==> config.mk <==
export PLATFORM = sky130hd
export DESIGN_NAME = edid_fetch_seq
export DESIGN_NICKNAME = d
export VERILOG_FILES = /design/src/rtl/edid_fetch_pkg.sv /design/src/rtl/edid_fetch_dp.sv /design/src/rtl/edid_fetch_ctrl.sv /design/src/rtl/edid_fetch_seq.sv
export SDC_FILE = /design/constraint.sdc
export NUM_CORES = 1
export LEC_CHECK = 0
export ABC_CLOCK_PERIOD_IN_PS = 4300
export BUFFER_PORTS_ARGS = -buffer_cell sky130_fd_sc_hd__buf_2
export CAP_MARGIN = 40
export CORE_MARGIN = 2
export CORE_UTILIZATION = 43
export CTS_CLUSTER_DIAMETER = 100
export DETAILED_ROUTE_END_ITERATION = 8
export GPL_TIMING_DRIVEN = 0
export MAX_ROUTING_LAYER = met4
export PLACE_DENSITY = 0.67
export SLEW_MARGIN = 20
export SYNTH_ARGS = -nofsm -noshare
export SYNTH_HDL_FRONTEND = slang
export SYNTH_SLANG_ARGS = --single-unit
==> constraint.sdc <==
create_clock -name clk -period 4.3 [get_ports clk]
set_input_delay 0.645 -clock clk [delete_from_list [all_inputs] [get_ports clk]]
set_output_delay 0.645 -clock clk [all_outputs]
set_load 0.05 [all_outputs]
==> src/rtl/edid_fetch_pkg.sv <==
package edid_fetch_pkg;

  typedef enum logic [1:0] {
    OP_START = 2'd0,
    OP_WRITE = 2'd1,
    OP_READ  = 2'd2,
    OP_STOP  = 2'd3
  } i2cOp_e;

  typedef enum logic [2:0] {
    ERR_NONE     = 3'd0,
    ERR_SEG_ADDR = 3'd1,
    ERR_SEG_VAL  = 3'd2,
    ERR_OFS_ADDR = 3'd3,
    ERR_OFS_VAL  = 3'd4,
    ERR_RD_ADDR  = 3'd5
  } fetchErr_e;

  typedef enum logic [3:0] {
    STEP_START_SEG = 4'd0,
    STEP_SEG_ADDR  = 4'd1,
    STEP_SEG_VAL   = 4'd2,
    STEP_START_OFS = 4'd3,
    STEP_OFS_ADDR  = 4'd4,
    STEP_OFS_VAL   = 4'd5,
    STEP_START_RD  = 4'd6,
    STEP_RD_ADDR   = 4'd7,
    STEP_READ      = 4'd8,
    STEP_STOP      = 4'd9,
    STEP_ABORT     = 4'd10
  } step_e;

  // strobes from control to datapath
  typedef struct packed {
    logic clrAll;
    logic rdByte;
    logic nextBlock;
  } dpStrobe_t;

  localparam logic [7:0] SEG_DEV_WR  = 8'h60;
  localparam logic [7:0] TBL_DEV_WR  = 8'hA0;
  localparam logic [7:0] TBL_DEV_RD  = 8'hA1;
  localparam int         BLOCK_BYTES = 128;

endpackage

==> src/rtl/edid_fetch_dp.sv <==
module edid_fetch_dp
  import edid_fetch_pkg::*;
#(
  parameter int MAX_BLOCKS = 4,
  localparam int CW = $clog2(MAX_BLOCKS + 1),
  localparam int AW = $clog2(MAX_BLOCKS * BLOCK_BYTES)
) (
  input  logic                  clk,
  input  logic                  rstN,
  input  dpStrobe_t             strobe,
  input  logic [7:0]            rdData,
  output logic                  lastByte,
  output logic                  moreBlocks,
  output logic [7:0]            segByte,
  output logic [7:0]            ofsByte,
  output logic                  bufWrEn,
  output logic [AW-1:0]         bufWrAddr,
  output logic [7:0]            bufWrData,
  output logic                  hdrBad,
  output logic [MAX_BLOCKS-1:0] blockBad,
  output logic [CW-1:0]         blockCount
);

  logic [CW-1:0]         curBlock;
  logic [6:0]            byteIdx;
  logic [7:0]            sumAcc;
  logic                  hdrBadR;
  logic                  block0Bad;
  logic [CW-1:0]         targetBlocks;
  logic [CW-1:0]         blockCountR;
  logic [MAX_BLOCKS-1:0] blockBadR;

  logic [7:0] sumNext;
  logic       inHeader;
  logic       headerMiss;
  logic       blockFails;
  logic [8:0] declaredTotal;
  logic [CW-1:0] clampedTotal;

  function automatic logic [7:0] headerByte(input logic [2:0] idx);
    return (idx == 3'd0 || idx == 3'd7) ? 8'h00 : 8'hFF;
  endfunction

  assign sumNext       = sumAcc + rdData;
  assign inHeader      = (curBlock == '0) && (byteIdx < 7'd8);
  assign headerMiss    = inHeader && (rdData != headerByte(byteIdx[2:0]));
  assign blockFails    = (sumNext != 8'h00) || ((curBlock == '0) && hdrBadR);
  assign declaredTotal = {1'b0, rdData} + 9'd1;
  assign clampedTotal  = (declaredTotal > 9'(MAX_BLOCKS)) ? CW'(MAX_BLOCKS)
                                                          : CW'(declaredTotal);

  always_ff @(posedge clk) begin
    if (!rstN || strobe.clrAll) begin
      curBlock     <= '0;
      byteIdx      <= '0;
      sumAcc       <= '0;
      hdrBadR      <= 1'b0;
      block0Bad    <= 1'b0;
      targetBlocks <= CW'(1);
      blockCountR  <= '0;
    end else begin
      if (strobe.rdByte) begin
        byteIdx <= byteIdx + 7'd1;
        if (headerMiss) hdrBadR <= 1'b1;
        if ((curBlock == '0) && (byteIdx == 7'd126)) targetBlocks <= clampedTotal;
        if (byteIdx == 7'd127) begin
          sumAcc      <= 8'h00;
          blockCountR <= blockCountR + CW'(1);
          if (curBlock == '0) block0Bad <= blockFails;
        end else begin
          sumAcc <= sumNext;
        end
      end
      if (strobe.nextBlock) curBlock <= curBlock + CW'(1);
    end
  end

  // per-block flag registers
  for (genvar b = 0; b < MAX_BLOCKS; b++) begin : g_badFlag
    always_ff @(posedge clk) begin
      if (!rstN || strobe.clrAll) begin
        blockBadR[b] <= 1'b0;
      end else if (strobe.rdByte && (byteIdx == 7'd127) && (curBlock == CW'(b))) begin
        blockBadR[b] <= blockFails;
      end
    end
  end

  assign lastByte   = (byteIdx == 7'd127);
  assign moreBlocks = !block0Bad && (({1'b0, curBlock} + 1'b1) < {1'b0, targetBlocks});
  assign segByte    = 8'(curBlock >> 1);
  assign ofsByte    = curBlock[0] ? 8'h80 : 8'h00;

  assign bufWrEn    = strobe.rdByte;
  assign bufWrAddr  = AW'({curBlock, byteIdx});
  assign bufWrData  = rdData;

  assign hdrBad     = hdrBadR;
  assign blockBad   = blockBadR;
  assign blockCount = blockCountR;

  AST_COUNT_CLAMP: assert property (@(posedge clk) disable iff (!rstN)
    blockCountR <= CW'(MAX_BLOCKS)) else $error("count above capacity");

  AST_BAD0_HALTS: assert property (@(posedge clk) disable iff (!rstN)
    block0Bad |-> (curBlock == '0)) else $error("advanced past bad block 0");

  AST_FLAGS_IN_RANGE: assert property (@(posedge clk) disable iff (!rstN)
    (blockBadR >> blockCountR) == '0) else $error("flag on unfetched block");

  AST_BYTE_STEP: assert property (@(posedge clk) disable iff (!rstN || strobe.clrAll)
    strobe.rdByte |=> (byteIdx == $past(byteIdx) + 7'd1)) else $error("byte index skipped");

endmodule

==> src/rtl/edid_fetch_ctrl.sv <==
module edid_fetch_ctrl
  import edid_fetch_pkg::*;
(
  input  logic       clk,
  input  logic       rstN,
  input  logic       fetchStart,
  input  logic       hpdStable,
  input  logic       i2cDone,
  input  logic       i2cNack,
  input  logic       lastByte,
  input  logic       moreBlocks,
  input  logic [7:0] segByte,
  input  logic [7:0] ofsByte,
  output logic       cmdValid,
  output logic [1:0] cmdOp,
  output logic [7:0] cmdData,
  output logic       ackOut,
  output dpStrobe_t  strobe,
  output logic       busy,
  output logic       done,
  output logic [2:0] errCode
);

  typedef enum logic [2:0] {
    ST_IDLE = 3'd0,
    ST_HPD  = 3'd1,
    ST_CMD  = 3'd2,
    ST_WAIT = 3'd3,
    ST_FIN  = 3'd4
  } state_e;

  state_e    state;
  step_e     step;
  fetchErr_e errR;

  step_e     nxtStep;
  logic      goFin;
  logic      isWriteStep;
  fetchErr_e stepErr;
  i2cOp_e    opSel;
  logic      respHere;

  // command presented for the current step
  always_comb begin
    opSel   = OP_START;
    cmdData = 8'h00;
    unique case (step)
      STEP_SEG_ADDR: begin opSel = OP_WRITE; cmdData = SEG_DEV_WR; end
      STEP_SEG_VAL:  begin opSel = OP_WRITE; cmdData = segByte;    end
      STEP_OFS_ADDR: begin opSel = OP_WRITE; cmdData = TBL_DEV_WR; end
      STEP_OFS_VAL:  begin opSel = OP_WRITE; cmdData = ofsByte;    end
      STEP_RD_ADDR:  begin opSel = OP_WRITE; cmdData = TBL_DEV_RD; end
      STEP_READ:     opSel = OP_READ;
      STEP_STOP, STEP_ABORT: opSel = OP_STOP;
      default:       opSel = OP_START;
    endcase
  end

  always_comb begin
    isWriteStep = 1'b1;
    stepErr     = ERR_NONE;
    unique case (step)
      STEP_SEG_ADDR: stepErr = ERR_SEG_ADDR;
      STEP_SEG_VAL:  stepErr = ERR_SEG_VAL;
      STEP_OFS_ADDR: stepErr = ERR_OFS_ADDR;
      STEP_OFS_VAL:  stepErr = ERR_OFS_VAL;
      STEP_RD_ADDR:  stepErr = ERR_RD_ADDR;
      default:       isWriteStep = 1'b0;
    endcase
  end

  // sequencing once the engine answers
  always_comb begin
    nxtStep = step;
    goFin   = 1'b0;
    unique case (step)
      STEP_START_SEG: nxtStep = STEP_SEG_ADDR;
      STEP_SEG_ADDR:  nxtStep = i2cNack ? STEP_ABORT : STEP_SEG_VAL;
      STEP_SEG_VAL:   nxtStep = i2cNack ? STEP_ABORT : STEP_START_OFS;
      STEP_START_OFS: nxtStep = STEP_OFS_ADDR;
      STEP_OFS_ADDR:  nxtStep = i2cNack ? STEP_ABORT : STEP_OFS_VAL;
      STEP_OFS_VAL:   nxtStep = i2cNack ? STEP_ABORT : STEP_START_RD;
      STEP_START_RD:  nxtStep = STEP_RD_ADDR;
      STEP_RD_ADDR:   nxtStep = i2cNack ? STEP_ABORT : STEP_READ;
      STEP_READ:      nxtStep = lastByte ? STEP_STOP : STEP_READ;
      STEP_STOP: begin
        nxtStep = STEP_START_SEG;
        goFin   = !moreBlocks;
      end
      default:        goFin   = 1'b1;
    endcase
  end

  assign respHere = (state == ST_WAIT) && i2cDone;

  always_ff @(posedge clk) begin
    if (!rstN) begin
      state <= ST_IDLE;
      step  <= STEP_START_SEG;
      errR  <= ERR_NONE;
    end else begin
      unique case (state)
        ST_IDLE, ST_FIN: if (fetchStart) begin
          state <= ST_HPD;
          step  <= STEP_START_SEG;
          errR  <= ERR_NONE;
        end
        ST_HPD:  if (hpdStable) state <= ST_CMD;
        ST_CMD:  state <= ST_WAIT;
        ST_WAIT: if (i2cDone) begin
          step  <= nxtStep;
          state <= goFin ? ST_FIN : ST_CMD;
          if (isWriteStep && i2cNack) errR <= stepErr;
        end
        default: state <= ST_IDLE;
      endcase
    end
  end

  assign strobe.clrAll    = ((state == ST_IDLE) || (state == ST_FIN)) && fetchStart;
  assign strobe.rdByte    = respHere && (step == STEP_READ);
  assign strobe.nextBlock = respHere && (step == STEP_STOP) && moreBlocks;

  assign cmdValid = (state == ST_CMD);
  assign cmdOp    = opSel;
  assign ackOut   = (step == STEP_READ) && !lastByte;
  assign busy     = (state == ST_HPD) || (state == ST_CMD) || (state == ST_WAIT);
  assign done     = (state == ST_FIN);
  assign errCode  = errR;

  AST_CMD_PULSE: assert property (@(posedge clk) disable iff (!rstN)
    cmdValid |=> !cmdValid) else $error("command held");

  AST_HPD_GATE: assert property (@(posedge clk) disable iff (!rstN)
    (busy && !cmdValid && !hpdStable && state == ST_HPD) |=> !cmdValid) else $error("cmd before hpd");

  AST_NACK_STOP: assert property (@(posedge clk) disable iff (!rstN)
    (respHere && isWriteStep && i2cNack) |=> (cmdValid && cmdOp == OP_STOP)) else $error("no stop after nack");

  AST_DONE_HOLD: assert property (@(posedge clk) disable iff (!rstN)
    (done && !fetchStart) |=> (done && $stable(errCode))) else $error("result moved");

endmodule

==> src/rtl/edid_fetch_seq.sv <==
module edid_fetch_seq
  import edid_fetch_pkg::*;
#(
  parameter int MAX_BLOCKS = 4,
  localparam int CW = $clog2(MAX_BLOCKS + 1),
  localparam int AW = $clog2(MAX_BLOCKS * BLOCK_BYTES)
) (
  input  logic                  clk,
  input  logic                  rstN,
  input  logic                  fetchStart,
  input  logic                  hpdStable,
  output logic                  i2cCmdValid,
  output logic [1:0]            i2cCmdOp,
  output logic [7:0]            i2cCmdData,
  output logic                  i2cAckOut,
  input  logic                  i2cDone,
  input  logic [7:0]            i2cRdData,
  input  logic                  i2cNack,
  output logic                  bufWrEn,
  output logic [AW-1:0]         bufWrAddr,
  output logic [7:0]            bufWrData,
  output logic                  busy,
  output logic                  done,
  output logic [2:0]            errCode,
  output logic                  hdrBad,
  output logic [MAX_BLOCKS-1:0] blockBad,
  output logic [CW-1:0]         blockCount
);

  dpStrobe_t  strobe;
  logic       lastByte;
  logic       moreBlocks;
  logic [7:0] segByte;
  logic [7:0] ofsByte;

  edid_fetch_ctrl u_ctrl (
    .clk        (clk),
    .rstN       (rstN),
    .fetchStart (fetchStart),
    .hpdStable  (hpdStable),
    .i2cDone    (i2cDone),
    .i2cNack    (i2cNack),
    .lastByte   (lastByte),
    .moreBlocks (moreBlocks),
    .segByte    (segByte),
    .ofsByte    (ofsByte),
    .cmdValid   (i2cCmdValid),
    .cmdOp      (i2cCmdOp),
    .cmdData    (i2cCmdData),
    .ackOut     (i2cAckOut),
    .strobe     (strobe),
    .busy       (busy),
    .done       (done),
    .errCode    (errCode)
  );

  edid_fetch_dp #(.MAX_BLOCKS(MAX_BLOCKS)) u_dp (
    .clk        (clk),
    .rstN       (rstN),
    .strobe     (strobe),
    .rdData     (i2cRdData),
    .lastByte   (lastByte),
    .moreBlocks (moreBlocks),
    .segByte    (segByte),
    .ofsByte    (ofsByte),
    .bufWrEn    (bufWrEn),
    .bufWrAddr  (bufWrAddr),
    .bufWrData  (bufWrData),
    .hdrBad     (hdrBad),
    .blockBad   (blockBad),
    .blockCount (blockCount)
  );

endmodule

==> impl_metrics.ini <==
[run_status]
outcome = complete, no violations

[layout]
multi_input_area_mm2 = 0.00162
final_nets = 419
final_cell_mix = buf_2 (53), nor2_1 (40), dfxtp_1 (39)
post_layout_nonfiller_instances = 460
final_common_cell = buf_2
antennaDiodeCount = 0
fillers = 577
syn2layout_area_growth_pct = 18.4
seqCellArea_um2 = 781
drive_gt1_share_pct = 22.6

[global_routing]
antenna_found_initial = 0
grt_max_degree = 14
grt_usage_pct = 20.0
gr-total-overflow = 0
grt_pass1_wl_mm = 10.2
first_global_vias = 2258

[clocking]
cts_made_buffers = 5
cts_max_level = 2
cts_tree = done
cts_hold_buf = 0
post_cts_buffers = 0
cts.reportedPaths.clkPinSlew_ns = 0.08
clk_latency_ns = 0.30
cts-root-buf = clkbuf_8
cts_sinks = 39
clockBufferDepth = 2
post_cts_resized = 0

[timing]
worst_pin_slew_ns = 0.803
finalSetupViolations = 0
drv_slew = 0
period_share_pct = 67.7
skew_ns = 0.00623
setup_slack_ns = 1.39
whs_ns = 0.460
fmax_ghz = 0.344
period_minus_slack_ns = 2.91
rsz0062_at_grt = no
relSlewSlack_pct = 46.0
final-hold-violation-count = 0
fin_setup_tns_ns = 0

[routing]
wl_per_cell_um = 13.6
drt_first_pass_iters = 4
drc_errors = 0
vias_per_cell = 5.35
via_count = 2460
final_antenna_net_count = 0
drt-total-wl_mm = 6.24
drt_iter0_markers = 101

[synth]
yosysWarnings = 0
synth_ff_type = dfxtp_1
avgSynthCellArea_um2 = 8.08
synth.yosys.seq_area_share_pct = 30.0
syn_inst = 322
ys_seq_elements = 39
synth_edf_count = 0
synth_area_mm2 = 0.00260
ys_types = 55
ys_async_sr_fraction_pct = 0

[power_and_ir_drop]
seqPwrFrac_pct = 45.5
clock_power_share_pct = 39.0
power_frac_comb_pct = 15.4
p_int_mw = 0.572
ir_drop_v = 0.000167
powerDensity_mw_per_mm2 = 259
leakagePower_nw = 1.34
netSwitchingFraction_pct = 28.4
switching_power_mw = 0.227

[min_path]
hold_path.class = reg2reg

[setup_path]
cp_max_fo = 7
reg2reg_depth = 8
rrSetupSlack_ns = 1.60
required_ns = 4.45
end_kind = flop
critPathKind = in2reg
timing.rr.start = u_dp.sumAcc[0]
reg2reg_to = u_dp.blockBad[3]
cp-startpoint = i2cRdData[0]
critical_path_arrival_ns = 3.06
critPathLaunchType = primary input
crit_path_end = u_dp.blockBad[3]

[placement]
gp_congestion = 0.914
dp_slack_ns = 1.05
placedCellCount = 452
dpl.hpwl_mm = 4.81
portBuffers = 53

[floorplan]
row_count = 28
start_util_pct = 44.2
dieHeight_um = 81.8
fp.coreArea_mm2 = 0.00589
die_w_um = 81.8
dieArea_mm2 = 0.00669
ios = 57

[job]
maxCapViolCount = 0
-- stage by stage --
step | instance area, µm² | total power, mW | util, %
2_1_floorplan | 2610 | 0.462 | -
4_1_cts | 3080 | 0.811 | 52.3
3_3_place_gp | 2970 | 0.494 | 50.4
5_1_grt | 3080 | 0.840 | 52.3
3_5_place_dp | 2970 | 0.496 | 50.4
6_report | 3080 | 0.799 | 52.3
-- logic make-up after synthesis --
family	Yosys count	synth area share, %
AOI/OAI and AO/OA	74	18.4
adders and majority gates	21	10.4
xor gates and xnor gates	14	4.71
buffers and inverters	40	8.13
and+or+nand+nor	124	24.6
other	1	0.144
muxes	9	3.61
DFF	39	30.0
-- Yosys cell counts (2+ instances only) --
| cell type | count | area share [%] |
|---|---|---|
| xnor2_1 | 6 | 2.0 |
| and2_1 | 2 | 0.48 |
| a31oi_1 | 4 | 0.96 |
| o211ai_1 | 2 | 0.58 |
| or4_1 | 2 | 0.58 |
| a21oi_1 | 27 | 5.2 |
| mux2_2 | 3 | 1.3 |
| inv_1 | 11 | 1.6 |
| a311oi_1 | 2 | 0.67 |
| nand2_1 | 29 | 4.2 |
| nand2b_1 | 7 | 1.7 |
| a21o_1 | 2 | 0.58 |
| a32oi_1 | 2 | 0.67 |
| a211oi_1 | 8 | 2.3 |
| o21ai_0 | 8 | 1.5 |
| dfxtp_1 | 39 | 30 |
| a21boi_0 | 2 | 0.58 |
| or3_1 | 4 | 0.96 |
| nor3_1 | 4 | 0.77 |
| mux2i_1 | 6 | 2.3 |
| a22oi_1 | 9 | 2.6 |
| nand3_1 | 6 | 1.2 |
| and4_1 | 3 | 1.0 |
| ha_1 | 20 | 9.6 |
| nand4_1 | 2 | 0.48 |
| nor2b_1 | 4 | 0.96 |
| nor4b_1 | 3 | 1.0 |
| buf_4 | 14 | 4.0 |
| clkbuf_1 | 12 | 1.7 |
| nor4_1 | 7 | 1.7 |
| nor2_1 | 40 | 5.8 |
| xor2_1 | 8 | 2.7 |
| nand3b_1 | 2 | 0.58 |
-- routing by layer --
layer  vias to the layer above  wire (µm)  track usage (%)
met4                         0         34             4.67
li1                       1262          -                -
met3                         6        356             4.84
met1                      1117       2920             25.5
met5                         -          0                -
met2                        75       2920             32.2
-- flip-flops by register name, indices dropped and copies added (netlist names) --
signal and flops:
u_ctrl.errCode 3, u_ctrl.state 3, u_ctrl.step 4, u_dp.blockBad 4, u_dp.blockCount 3, u_dp.byteIdx 7, u_dp.curBlock 3, u_dp.hdrBad 1
u_dp.sumAcc 8, u_dp.targetBlocks 3
-- how the worst min path moves through the flow --
stage	start	endpoint	slack (ns)	depth (start not counted)
2_1_floorplan	u_dp.targetBlocks[0]	u_dp.targetBlocks[0]	0.45	2
3_3_place_gp	u_ctrl.errCode[0]	u_ctrl.errCode[0]	0.44	2
3_5_place_dp	u_ctrl.errCode[0]	u_ctrl.errCode[0]	0.45	2
4_1_cts	u_ctrl.errCode[0]	u_ctrl.errCode[0]	0.46	2
5_1_grt	u_ctrl.errCode[0]	u_ctrl.errCode[0]	0.50	2
6_report	u_ctrl.errCode[0]	u_ctrl.errCode[0]	0.46	2
-- critical path, cell delays in order --
cell and delay (ns):
buf_2 0.15, ha_1 0.25, fa_1 0.42, a211oi_1 0.34, nor2_1 0.11, xor2_1 0.16
nand3b_1 0.16, nor4_1 0.68, a211oi_1 0.16
-- layout make-up --
cell class	count	share of cell area (%)
Buffer	27	5.24
Clock buffer	5	2.23
Clock inverter	3	1.42
Inverter	13	1.62
Multi-Input combinational cell	245	52.5
Sequential cell	39	25.3
Tap cell	75	3.05
Timing Repair Buffer	53	8.61
-- power groups by stage --
stage | Combinational, mW | Clock [mW] | Sequential (mW)
6_report | 0.123 | 0.312 | 0.364
5_1_grt | 0.134 | 0.343 | 0.364
4_1_cts | 0.124 | 0.323 | 0.364
3_5_place_dp | 0.123 | 0 | 0.372
3_3_place_gp | 0.121 | 0 | 0.372
2_1_floorplan | 0.0896 | 0 | 0.372
(Power assumes the default switching activity.)
